## config.mk

```make
export PLATFORM = sky130hd
export DESIGN_NAME = ramp_out_ctrl
export DESIGN_NICKNAME = d
export VERILOG_FILES = /design/src/rtl/ramp_pkg.sv /design/src/rtl/sat_alu.sv /design/src/rtl/slew_divider.sv /design/src/rtl/ramp_counter.sv /design/src/rtl/ramp_out_ctrl.sv
export SDC_FILE = /design/constraint.sdc
export NUM_CORES = 1
export LEC_CHECK = 0
export ABC_CLOCK_PERIOD_IN_PS = 3000
export BUFFER_PORTS_ARGS = -buffer_cell sky130_fd_sc_hd__clkbuf_2
export CORE_MARGIN = 3
export CORE_UTILIZATION = 55
export CTS_CLUSTER_DIAMETER = 30
export DETAILED_ROUTE_END_ITERATION = 8
export PLACE_DENSITY = 0.77
export REMOVE_ABC_BUFFERS = 1
export SLEW_MARGIN = 20
export SYNTH_ARGS = -nofsm -noshare
export SYNTH_HDL_FRONTEND = slang
export SYNTH_HIERARCHICAL = 1
export SYNTH_SLANG_ARGS = --single-unit
```

## constraint.sdc

```tcl
create_clock -name clk -period 3 [get_ports clk]
set_input_delay 0.3 -clock clk [delete_from_list [all_inputs] [get_ports clk]]
set_output_delay 0.3 -clock clk [all_outputs]
set_load 0.005 [all_outputs]
```

## src/rtl/ramp_pkg.sv

```systemverilog
package ramp_pkg;
  typedef enum logic [1:0] {
    OP_PASS = 2'b00,
    OP_ADD  = 2'b01,
    OP_SUB  = 2'b10,
    OP_THRU = 2'b11
  } alu_op_e;
endpackage

```

## src/rtl/sat_alu.sv

```systemverilog
module sat_alu
  import ramp_pkg::*;
#(
  parameter int W = 8
) (
  input  alu_op_e        op,
  input  logic [W-1:0]   a,
  input  logic [W-1:0]   b,
  output logic [W-1:0]   res
);
  logic [W:0] sum;
  logic [W:0] dif;

  always_comb begin
    sum = {1'b0, a} + {1'b0, b};
    dif = {1'b0, a} - {1'b0, b};
    unique case (op)
      OP_ADD:  res = sum[W] ? '1 : sum[W-1:0];
      OP_SUB:  res = dif[W] ? '0 : dif[W-1:0];
      default: res = a;
    endcase
  end
endmodule

```

## src/rtl/slew_divider.sv

```systemverilog
module slew_divider #(
  parameter int RATE_W = 4
) (
  input  logic              clk,
  input  logic              rst,
  input  logic              run,
  input  logic [RATE_W-1:0] rate,
  output logic              tick
);
  localparam int PW = (1 << RATE_W) - 1;

  logic [PW-1:0] presc;
  logic [PW-1:0] mask;

  always_comb begin
    mask = '0;
    for (int i = 0; i < PW; i++) begin
      if (i < int'(rate)) mask[i] = 1'b1;
    end
  end

  assign tick = run && ((presc & mask) == mask);

  always_ff @(posedge clk) begin
    if (rst || !run) presc <= '0;
    else             presc <= presc + 1'b1;
  end


  zero_rate_chk: assert property (@(posedge clk) disable iff (rst)
    (run && rate == '0) |-> tick);

  first_edge_chk: assert property (@(posedge clk) disable iff (rst)
    ($rose(run) && rate != '0) |-> !tick);
endmodule

```

## src/rtl/ramp_counter.sv

```systemverilog
module ramp_counter #(
  parameter int W = 8
) (
  input  logic         clk,
  input  logic         rst,
  input  logic         hold,
  input  logic         load,
  input  logic [W-1:0] load_val,
  input  logic         up,
  input  logic         tick,
  output logic [W-1:0] cnt
);
  localparam logic [W-1:0] MAXV = '1;

  always_ff @(posedge clk) begin
    if (rst) begin
      cnt <= '0;
    end else if (hold) begin
      if (load) cnt <= load_val;
    end else if (tick) begin
      if (up && cnt != MAXV)      cnt <= cnt + 1'b1;
      else if (!up && cnt != '0)  cnt <= cnt - 1'b1;
    end
  end


  hold_keep_chk: assert property (@(posedge clk) disable iff (rst)
    (hold && !load) |=> $stable(cnt));

  hold_load_chk: assert property (@(posedge clk) disable iff (rst)
    (hold && load) |=> cnt == $past(load_val));

  idle_tick_chk: assert property (@(posedge clk) disable iff (rst)
    (!hold && !tick) |=> $stable(cnt));

  no_wrap_up_chk: assert property (@(posedge clk) disable iff (rst)
    (!hold && up && cnt == MAXV) |=> cnt == MAXV);

  no_wrap_dn_chk: assert property (@(posedge clk) disable iff (rst)
    (!hold && !up && cnt == '0) |=> cnt == '0);

  unit_step_chk: assert property (@(posedge clk) disable iff (rst)
    (!hold && tick) |=> (cnt == $past(cnt) || cnt == $past(cnt) + 1'b1 ||
                         cnt == $past(cnt) - 1'b1));
endmodule

```

## src/rtl/ramp_out_ctrl.sv

```systemverilog
module ramp_out_ctrl
  import ramp_pkg::*;
#(
  parameter int W      = 8,
  parameter int RATE_W = 4
) (
  input  logic              clk,
  input  logic              rst,
  input  logic [W-1:0]      sample_i,
  input  logic              sample_stb_i,
  input  logic [W-1:0]      offset_i,
  input  logic [1:0]        op_i,
  input  logic              hold_bit_i,
  input  logic              timer_relay_i,
  input  logic              dir_up_i,
  input  logic [RATE_W-1:0] rate_i,
  output logic [W-1:0]      code_o
);
  alu_op_e      op;
  logic [W-1:0] alu_res;
  logic         hold;
  logic         tick;

  assign op   = alu_op_e'(op_i);
  assign hold = timer_relay_i | hold_bit_i;

  sat_alu #(.W(W)) u_alu (
    .op  (op),
    .a   (sample_i),
    .b   (offset_i),
    .res (alu_res)
  );

  slew_divider #(.RATE_W(RATE_W)) u_div (
    .clk  (clk),
    .rst  (rst),
    .run  (!hold),
    .rate (rate_i),
    .tick (tick)
  );

  ramp_counter #(.W(W)) u_cnt (
    .clk      (clk),
    .rst      (rst),
    .hold     (hold),
    .load     (sample_stb_i),
    .load_val (alu_res),
    .up       (dir_up_i),
    .tick     (tick),
    .cnt      (code_o)
  );


  add_floor_chk: assert property (@(posedge clk) disable iff (rst)
    (op == OP_ADD) |-> alu_res >= sample_i);

  sub_ceil_chk: assert property (@(posedge clk) disable iff (rst)
    (op == OP_SUB) |-> alu_res <= sample_i);

  ramp_ignores_stb_chk: assert property (@(posedge clk) disable iff (rst)
    (!hold && !tick) |=> $stable(code_o));
endmodule

```

==> out/qor.csv <==
stage;metric;value;unit
cts;CTS tree;built;
yosys;post-synth top area share;0.185;
timing;RSZ-0062 raised after global routing;false;
timing;setup TNS;0;ns
status;status;finished, final reports clean;
detailed_routing;Avg WL per Cell;13.8;µm
cts;TritonCTS Sinks;23;
die;Die ar.;5360;µm²
timing;Final period util;0.868;
global_routing;antenna violations before repair;0;
cts;Clock Latency Late Sink;0.27;ns
power_and_ir_drop;Worst IR Drop VDD;0.000166;V
cts;CTS Hold Bufs;0;
final_layout;nets@finish;407;
timing;clk_skew;0.00954;ns
die;Boundary Pins;36;
power_and_ir_drop;Power, Total;862;µW
worst_setup_path;crit path capture;u_cnt/cnt[6];
yosys;total number of yosys warnings;6;
placement;post-detail-place hpwl;4410;µm
yosys;area leader, netlist;dfxtp_1;
yosys;Seq/Total Area, Yosys;0.185;
worst_setup_path;Worst R2R Start;u_cnt/cnt[0];
worst_setup_path;Worst path depth;10;
global_routing;first-pass GRT wire length;9250;µm
final_layout;Filler cells;371;
yosys;top cells by count, synth;nor2_1 (34), inv_1 (31), ha_1 (26), dfxtp_1 (23), nand2_1 (22);
worst_setup_path;Worst Reg-to-Reg Cells;10;
placement;I/O Buffers;35;
yosys;most frequent cell after synthesis;nor2_1;
worst_setup_path;worst stage delay on the critical path;0.60;ns
detailed_routing;Vias/cell;5.84;
detailed_routing;Iter 0 DRT Violations;111;
power_and_ir_drop;leakage power;0.00117;µW
worst_setup_path;Crit. Startpoint;u_cnt/cnt[0];
placement;GP Congestion;0.901;
cts;Post CTS Setup Buffer Count;0;
cts;clock root buffer;clkbuf_8;
min_path;Worst Hold Class;in2reg;
worst_setup_path;Slowest-stage cell, CP;or4b_2;
die;Initial Util;0.595;
yosys;ys async rst share;0;
worst_setup_path;largest delay contributor family on the critical path;simple AND/OR/NAND/NOR gates;
timing;FMAX;384;MHz
yosys;Mean Syn Cell Area;7.79;µm²
cts;CTS resizes;0;
die;number of core rows;23;
global_routing;largest net degree at the start of global routing;20;
job;MaxCap Viol Count;0;
timing;Final Hold Viols;0;
cts;H-tree depth;1;
timing;Worst-Margin Slew;0.694;ns
yosys;top cells by area, synth;dfxtp_1 (19%), ha_1 (13%), nor2_1 (5.1%), inv_1 (4.7%), xnor2_1 (4.2%);
cts;Longest Clk Path Bufs;2;
worst_setup_path;Critical Path AT;2.80;ns
worst_setup_path;WP buf/inv;0;
yosys;synth unique cells;69;
yosys;Synth Cell Area;2480;µm²
global_routing;GRT Resource Usage Total;0.211;
detailed_routing;drt drc;0;
timing;slew margin rel.;0.537;
timing;minimum clock period;2.60;ns
yosys;Primary FF master, synth;dfxtp_1;
timing;Finish-stage setup viols;0;
die;Core Area;4170;µm²
detailed_routing;post-route ant nets;0;
final_layout;synth-to-layout area growth;8.82;%
die;die width;73.2;µm
yosys;#FFs+latches synth;23;
timing;Max Slew Vio Count;0;
detailed_routing;Detailed Route WL;5500;µm
worst_setup_path;Setup CP Type;reg2reg;
detailed_routing;DRT Pass-1 Iters;4;
cts;Reg clk slew, reported paths;0.09;ns
worst_setup_path;critical path, cell by cell;nand3_1 -> nor2_1 -> nand2_1 -> nand2_1 -> fa_1 -> a211oi_1 -> nor2_1 -> nor2_1 -> or4b_2 -> a41oi_1;
cts;TritonCTS Buffers;3;
yosys;EDFF count, synth;0;
final_layout;layout cells sized above 1;0.175;
worst_setup_path;largest fanout on the critical path;8;
worst_setup_path;Req. time, crit path;3.19;ns
worst_setup_path;crit end category;flop;
yosys;Synth Instances;319;
final_layout;ant diodes;0;
global_routing;gr ovfl total;0;
worst_setup_path;r2r endpoint;u_cnt/cnt[6];
worst_setup_path;CP Launch Type;flop;
power_and_ir_drop;pwr dens;319;nW/µm²
global_routing;vias in the first global route;2117;
worst_setup_path;most frequent CP cell;nor2_1;
detailed_routing;vias after detailed routing;2329;
worst_setup_path;R2R Setup Slk;0.40;ns
die;Die Y;73.2;µm
[worst reg2reg max path: stages, from the launching register on]
cell and delay [ns]:
dfxtp_1 0.48, nand3_1 0.14, nor2_1 0.14, nand2_1 0.07, nand2_1 0.27, fa_1 0.32, a211oi_1 0.10, nor2_1 0.14
nor2_1 0.07, or4b_2 0.60, a41oi_1 0.20
[registers in the layout, indices dropped and copies added, names as in the netlist]
signal / count
u_cnt/cnt: 8
u_div/presc: 15
[where the power goes]
| part | switching (µW) | internal (µW) | total [µW] |
|---|---|---|---|
| registers | 17.1 | 316 | 333 |
| clock network | 100 | 92.7 | 193 |
| logic | 187 | 148 | 336 |
[worst min path at each step]
stage	endpoint	startpoint	slack (ns)	cells after the start
5_1_grt	u_cnt/cnt[5]	rst	0.36	2
4_1_cts	u_cnt/cnt[0]	sample_stb_i	0.34	3
6_report	u_cnt/cnt[0]	sample_stb_i	0.35	3
2_1_floorplan	u_cnt/cnt[1]	rst	0.36	1
3_5_place_dp	u_div/presc[0]	u_div/presc[0]	0.50	1
3_3_place_gp	u_div/presc[0]	u_div/presc[0]	0.49	1
[area by class of cell]
class	count	area [µm²]	share of cell area
timing repair buffer	37	190	0.0704
tap	50	62.6	0.0231
sequential	23	460	0.170
clock inverter	1	5.00	0.00185
multi-input combinational	253	1820	0.675
inverter	32	120	0.0444
clock buffer	3	41.3	0.0153
[cell usage in the layout (no fill, tap or decap), types with 3 or more instances in the layout]
cell / instances
clkbuf_2: 35
nor2b_1: 6
clkbuf_8: 3
o21bai_1: 4
dfxtp_1: 23
inv_1: 31
o21ai_0: 16
nor3_1: 6
and3_1: 3
fa_1: 3
or3_1: 4
xor2_1: 9
a221oi_1: 3
nand2_1: 22
nor2_1: 34
a32oi_1: 3
a211oi_1: 4
xnor2_1: 12
ha_1: 26
mux2i_1: 6
nand3_1: 15
a21oi_1: 18
nand2b_1: 4
a21o_1: 4
[cells by family after synthesis]
kind of cell | share of synthesized area
AO/OA/AOI/OAI | 0.246
adder cells (fa/ha/maj) | 0.155
XOR/XNOR | 0.0741
multiplexers | 0.0242
AND/OR/NAND/NOR | 0.235
buffers and inverters | 0.0806
flip-flops | 0.185
[stage by stage]
stage	std cells	setup slack, ns	hold slack (ns)	instance area, µm²	util
finish	399	0.396	0.354	2700	0.648
global route	399	0.0852	0.359	2700	0.648
CTS	399	0.417	0.338	2700	0.648
detailed placement	395	0.190	0.495	2660	0.637
global placement	395	0.264	0.488	2660	0.637
floorplan	308	0.447	0.365	2400	-
[routing by layer]
| metal | routed length [µm] | global-route usage |
|---|---|---|
| met2 | 2730 | 0.375 |
| met4 | 24 | 0.0369 |
| met3 | 162 | 0.0207 |
| met1 | 2580 | 0.277 |
| met5 | 0 | 0 |
No activity file was read; power rests on OpenSTA's default activity.
